<file path="config.mk">
export PLATFORM = sky130hd
export DESIGN_NAME = irq_flag_ctrl
export DESIGN_NICKNAME = d
export VERILOG_FILES = /design/src/rtl/irqf_pkg.sv /design/src/rtl/irqf_flag_bank.sv /design/src/rtl/irqf_mask_reg.sv /design/src/rtl/irqf_irq_gen.sv /design/src/rtl/irq_flag_ctrl.sv
export SDC_FILE = /design/constraint.sdc
export NUM_CORES = 1
export LEC_CHECK = 0
export BUFFER_PORTS_ARGS = -buffer_cell sky130_fd_sc_hd__buf_4
export CORE_UTILIZATION = 48
export CTS_BUF_LIST = sky130_fd_sc_hd__clkbuf_4
export DETAILED_ROUTE_END_ITERATION = 8
export GPL_TIMING_DRIVEN = 0
export MAX_ROUTING_LAYER = met4
export PLACE_DENSITY = 0.92
export SETUP_SLACK_MARGIN = 0.3
export SYNTH_ARGS = -nofsm -noshare
export SYNTH_HDL_FRONTEND = slang
export SYNTH_SLANG_ARGS = --single-unit
</file>
<file path="constraint.sdc">
create_clock -name clk -period 2.5 [get_ports clk]
set_input_delay 0.5 -clock clk [delete_from_list [all_inputs] [get_ports clk]]
set_output_delay 0.5 -clock clk [all_outputs]
set_load 0.02 [all_outputs]
</file>
<file path="src/rtl/irqf_pkg.sv">
package irqf_pkg;
    localparam int IRQF_W = 16;

    localparam int BIT_XFER = 0;
    localparam int BIT_PROG = 1;
    localparam int BIT_RESP = 2;
    localparam int BIT_RXRQ = 5;
    localparam int BIT_TXRQ = 6;
    localparam int BIT_CARD = 7;

    localparam logic [IRQF_W-1:0] STICKY_SET =
        IRQF_W'((1 << BIT_XFER) | (1 << BIT_PROG) | (1 << BIT_RESP) | (1 << BIT_CARD));
    localparam logic [IRQF_W-1:0] LEVEL_SET =
        IRQF_W'((1 << BIT_RXRQ) | (1 << BIT_TXRQ));
endpackage

</file>
<file path="src/rtl/irqf_flag_bank.sv">
module irqf_flag_bank #(
    parameter int           W      = 16,
    parameter logic [W-1:0] STICKY = '0,
    parameter logic [W-1:0] LEVEL  = '0
) (
    input  logic         clk,
    input  logic         rst_n,
    input  logic [W-1:0] set_i,
    input  logic [W-1:0] lvl_i,
    input  logic         clr_we_i,
    input  logic [W-1:0] clr_i,
    output logic [W-1:0] flags_o
);
    logic unused_bits;
    assign unused_bits = ^{set_i & ~STICKY, lvl_i & ~LEVEL, clr_i & ~STICKY};

    for (genvar i = 0; i < W; i++) begin : g_bit
        if (STICKY[i]) begin : g_sticky
            logic q;
            // a new event wins over a clear in the same cycle
            always_ff @(posedge clk or negedge rst_n) begin
                if (!rst_n) q <= 1'b0;
                else        q <= set_i[i] | (q & ~(clr_we_i & clr_i[i]));
            end
            assign flags_o[i] = q;
        end else if (LEVEL[i]) begin : g_level
            assign flags_o[i] = lvl_i[i];
        end else begin : g_none
            assign flags_o[i] = 1'b0;
        end
    end
endmodule

</file>
<file path="src/rtl/irqf_mask_reg.sv">
module irqf_mask_reg #(
    parameter int W = 16
) (
    input  logic         clk,
    input  logic         rst_n,
    input  logic         we_i,
    input  logic [W-1:0] wdata_i,
    output logic [W-1:0] mask_o
);
    always_ff @(posedge clk or negedge rst_n) begin
        if (!rst_n)    mask_o <= '1;
        else if (we_i) mask_o <= wdata_i;
    end
endmodule

</file>
<file path="src/rtl/irqf_irq_gen.sv">
module irqf_irq_gen #(
    parameter int W = 16
) (
    input  logic         clk,
    input  logic         rst_n,
    input  logic [W-1:0] flags_i,
    input  logic [W-1:0] mask_i,
    output logic         irq_o
);
    logic pending;
    assign pending = |(flags_i & ~mask_i);

    always_ff @(posedge clk or negedge rst_n) begin
        if (!rst_n) irq_o <= 1'b0;
        else        irq_o <= pending;
    end
endmodule

</file>
<file path="src/rtl/irq_flag_ctrl.sv">
module irq_flag_ctrl
    import irqf_pkg::*;
(
    input  logic              clk,
    input  logic              rst_n,
    input  logic              ev_xfer_done,
    input  logic              ev_prog_done,
    input  logic              ev_resp_end,
    input  logic              ev_card_irq,
    input  logic              rx_req_lvl,
    input  logic              tx_req_lvl,
    input  logic              flag_we,
    input  logic              mask_we,
    input  logic [IRQF_W-1:0] wdata,
    output logic [IRQF_W-1:0] flag_rdata,
    output logic [IRQF_W-1:0] mask_rdata,
    output logic              irq
);
    logic [IRQF_W-1:0] set_vec;
    logic [IRQF_W-1:0] lvl_vec;
    logic [IRQF_W-1:0] flags;
    logic [IRQF_W-1:0] mask;

    always_comb begin
        set_vec           = '0;
        set_vec[BIT_XFER] = ev_xfer_done;
        set_vec[BIT_PROG] = ev_prog_done;
        set_vec[BIT_RESP] = ev_resp_end;
        set_vec[BIT_CARD] = ev_card_irq;
        lvl_vec           = '0;
        lvl_vec[BIT_RXRQ] = rx_req_lvl;
        lvl_vec[BIT_TXRQ] = tx_req_lvl;
    end

    irqf_flag_bank #(
        .W      (IRQF_W),
        .STICKY (STICKY_SET),
        .LEVEL  (LEVEL_SET)
    ) u_flags (
        .clk      (clk),
        .rst_n    (rst_n),
        .set_i    (set_vec),
        .lvl_i    (lvl_vec),
        .clr_we_i (flag_we),
        .clr_i    (wdata),
        .flags_o  (flags)
    );

    irqf_mask_reg #(.W(IRQF_W)) u_mask (
        .clk     (clk),
        .rst_n   (rst_n),
        .we_i    (mask_we),
        .wdata_i (wdata),
        .mask_o  (mask)
    );

    irqf_irq_gen #(.W(IRQF_W)) u_irq (
        .clk     (clk),
        .rst_n   (rst_n),
        .flags_i (flags),
        .mask_i  (mask),
        .irq_o   (irq)
    );

    assign flag_rdata = flags;
    assign mask_rdata = mask;
endmodule

</file>
==> impl_metrics.csv <==
group,metric,value,unit
run_status,outcome,"finished clean",
placement,dpl.hpwl,1560,um
cells_and_area,regArea,546,um2
routing,drt.antenna.violating_nets,0,
floorplan,die_width,47.9,um
sta,rsz0062_at_grt,"no",
critical_path,cp-end-kind,"output port",
sta,setup_violations,0,
clocking,htree_levels,1,
clocking,tritoncts,"yes",
placement,globalplace.congestion,0.696,
cells_and_area,final_cell_mix,"buf_4, dfstp_2, mux2_4, conb_1",
floorplan,row_count,16,
routing,vias,704,
critical_path,crit_arrival,1.01,ns
synth,synth_warnings,0,
floorplan,design.die.area,2290,um2
routing,drt-vias-per-instance,4.37,
cells_and_area,fill_cells,134,
cells_and_area,nets,161,
floorplan,io_pins,59,
clocking,clk_latency,0.29,ns
clocking,clk_pin_slew,0.11,ns
critical_path,cp.required,2.00,ns
synth,synth_top_area_share,41.6,%
cells_and_area,area_delta_synth_final,44.6,%
sta,max_freq,663,MHz
synth,synth_cells,74,
placement,dp.cells,157,
sta,setup_tns,0,ns
sta,timing.final.crit_share,60.3,%
cells_and_area,multi_input_area,325,um2
global_routing,grt_overflow,0,
clocking,cts_sinks,21,
floorplan,coreArea,1960,um2
critical_path,critPathTopFamily,"flip-flops",
power_and_ir_drop,p_leak,0.768,nW
critical_path,crit_type,"reg2out",
synth,synth_area_leader_cell,"dfstp_2",
clocking,cts_hold_buf,0,
floorplan,initial_core_util,51.5,%
min_path,hold_class,"in2async",
global_routing,grtUsageTotal,18.7,%
sta,slew_viol_final,0,
critical_path,crit_slowest_cell,"dfstp_2",
global_routing,antenna_found_initial,0,
critical_path,cpPeakStageDelay,0.57,ns
cells_and_area,layout_commonest_cell,"buf_4",
global_routing,grt_pass1_vias,631,
clocking,clockRootBuffer,"clkbuf_4",
clocking,cts_buffer_depth,2,
cells_and_area,drive_gt1_share,75.4,%
synth,synth-seq-area-share,54.0,%
routing,drtPass1Iterations,3,
cells_and_area,num_antenna_cells,0,
floorplan,die_h,47.9,um
synth,ys_types,13,
critical_path,cp_num_buf_inv,1,
synth,ys_ff_latch,21,
critical_path,cp_max_fo,3,
sta,timing_hold_violations_final,0,
critical_path,crit_chain,"buf_4",
power_and_ir_drop,vdd_ir_drop_max,0.000331,V
sta,period_needed,1.51,ns
synth,synth_area_leaders,"dfstp_2, mux2_4, dfrtp_1, buf_4, mux2_2",
global_routing,grt_max_degree,22,
placement,portBuffers,47,
clocking,postCtsSetupRepairBufs,0,
routing,dr.first_iter.drc_count,6,
routing,wl_per_cell,12.3,um
power_and_ir_drop,power.density,555,nW/um2
synth,synth_area,1010,um2
routing,routed_wl,1980,um
cells_and_area,final_cell_count_no_fill,161,
critical_path,critical_path.startpoint_type,"flip-flop",
flow_run,cap_violations,0,
clocking,cts_buffers,3,
clocking,post_cts_resized,0,
sta,fin_skew,0.00338,ns
synth,syn_avg_cell_area,13.7,um2
routing,drc,0,
global_routing,grt_pass1_wl,2780,um
-- synth_stat cells (all sizes together) --
library cell  number
a21o               4
buf               18
conb               1
dfrtp              5
dfstp             16
inv                6
mux2              16
nand2              4
o22ai              3
or3                1
-- worst register-to-register path, cell delays in order (launching register included) --
cell and delay (ns):
dfstp_2 0.56, o22ai_1 0.08, or3_1 0.37
-- final cells by class --
cell class / instances / share of cell area [%]
tap: 27 / 2.31
buffer: 18 / 10.4
multi-input combinational: 38 / 22.3
inverter: 6 / 1.54
sequential: 21 / 37.3
timing repair buffer: 47 / 24.1
clock buffer: 4 / 2.05
-- per-layer routing --
metal	share of wire, %	up-vias	global-route usage, %
met3	8.0	3	4.91
met4	0.96	0	6.67
met1	39	322	20.4
met5	0	-	-
met2	52	40	32.4
li1	-	339	-
-- worst paths after layout --
check | end | depth (start not counted) | slack [ns] | from
min | u_flags.g_bit[7].g_sticky.q | 1 | 0.06 | rst_n
min in group clk | u_flags.g_bit[7].g_sticky.q | 2 | 0.37 | ev_card_irq
max | mask_rdata[1] | 1 | 0.99 | u_mask.mask_o[1]
min reg2reg | u_flags.g_bit[1].g_sticky.q | 1 | 0.52 | u_flags.g_bit[1].g_sticky.q
max reg2reg | u_irq.irq_o | 2 | 1.39 | u_mask.mask_o[5]
max in group asynchronous | u_mask.mask_o[4] | 1 | 2.17 | rst_n
-- through the flow --
step                hold WS [ns]  power, mW  setup slack, ns  util (%)  instance area (um2)
finish                    0.0612      0.811            0.992      74.5                 1460
global route              0.0541      0.859            0.947      74.5                 1460
CTS                       0.0597      0.819            0.984      74.5                 1460
detailed placement         0.391      0.649             1.13      73.0                 1430
global placement           0.390      0.642             1.13      73.0                 1430
floorplan                  0.204      0.550             1.36         -                 1040
-- sequential cells by signal, summed over array words and instances (netlist names) --
| register | cells |
|---|---|
| u_mask.mask_o | 16 |
| u_irq.irq_o | 1 |
| u_flags.g_bit.g_sticky.q | 4 |
-- kinds of logic after synthesis --
logic type,share of synthesized area [%]
muxes,21.5
and+or+nand+nor,2.10
buffers and inverters,17.2
other,0.371
AOI/OAI and AO/OA,4.83
DFF,54.0
-- where the power goes --
| part | internal, mW | switching (mW) | total [mW] |
|---|---|---|---|
| Clock | 0.0730 | 0.0934 | 0.166 |
| Combinational | 0.126 | 0.105 | 0.231 |
| Sequential | 0.391 | 0.0217 | 0.413 |
Note: power is estimated with default switching activity, not from simulation.
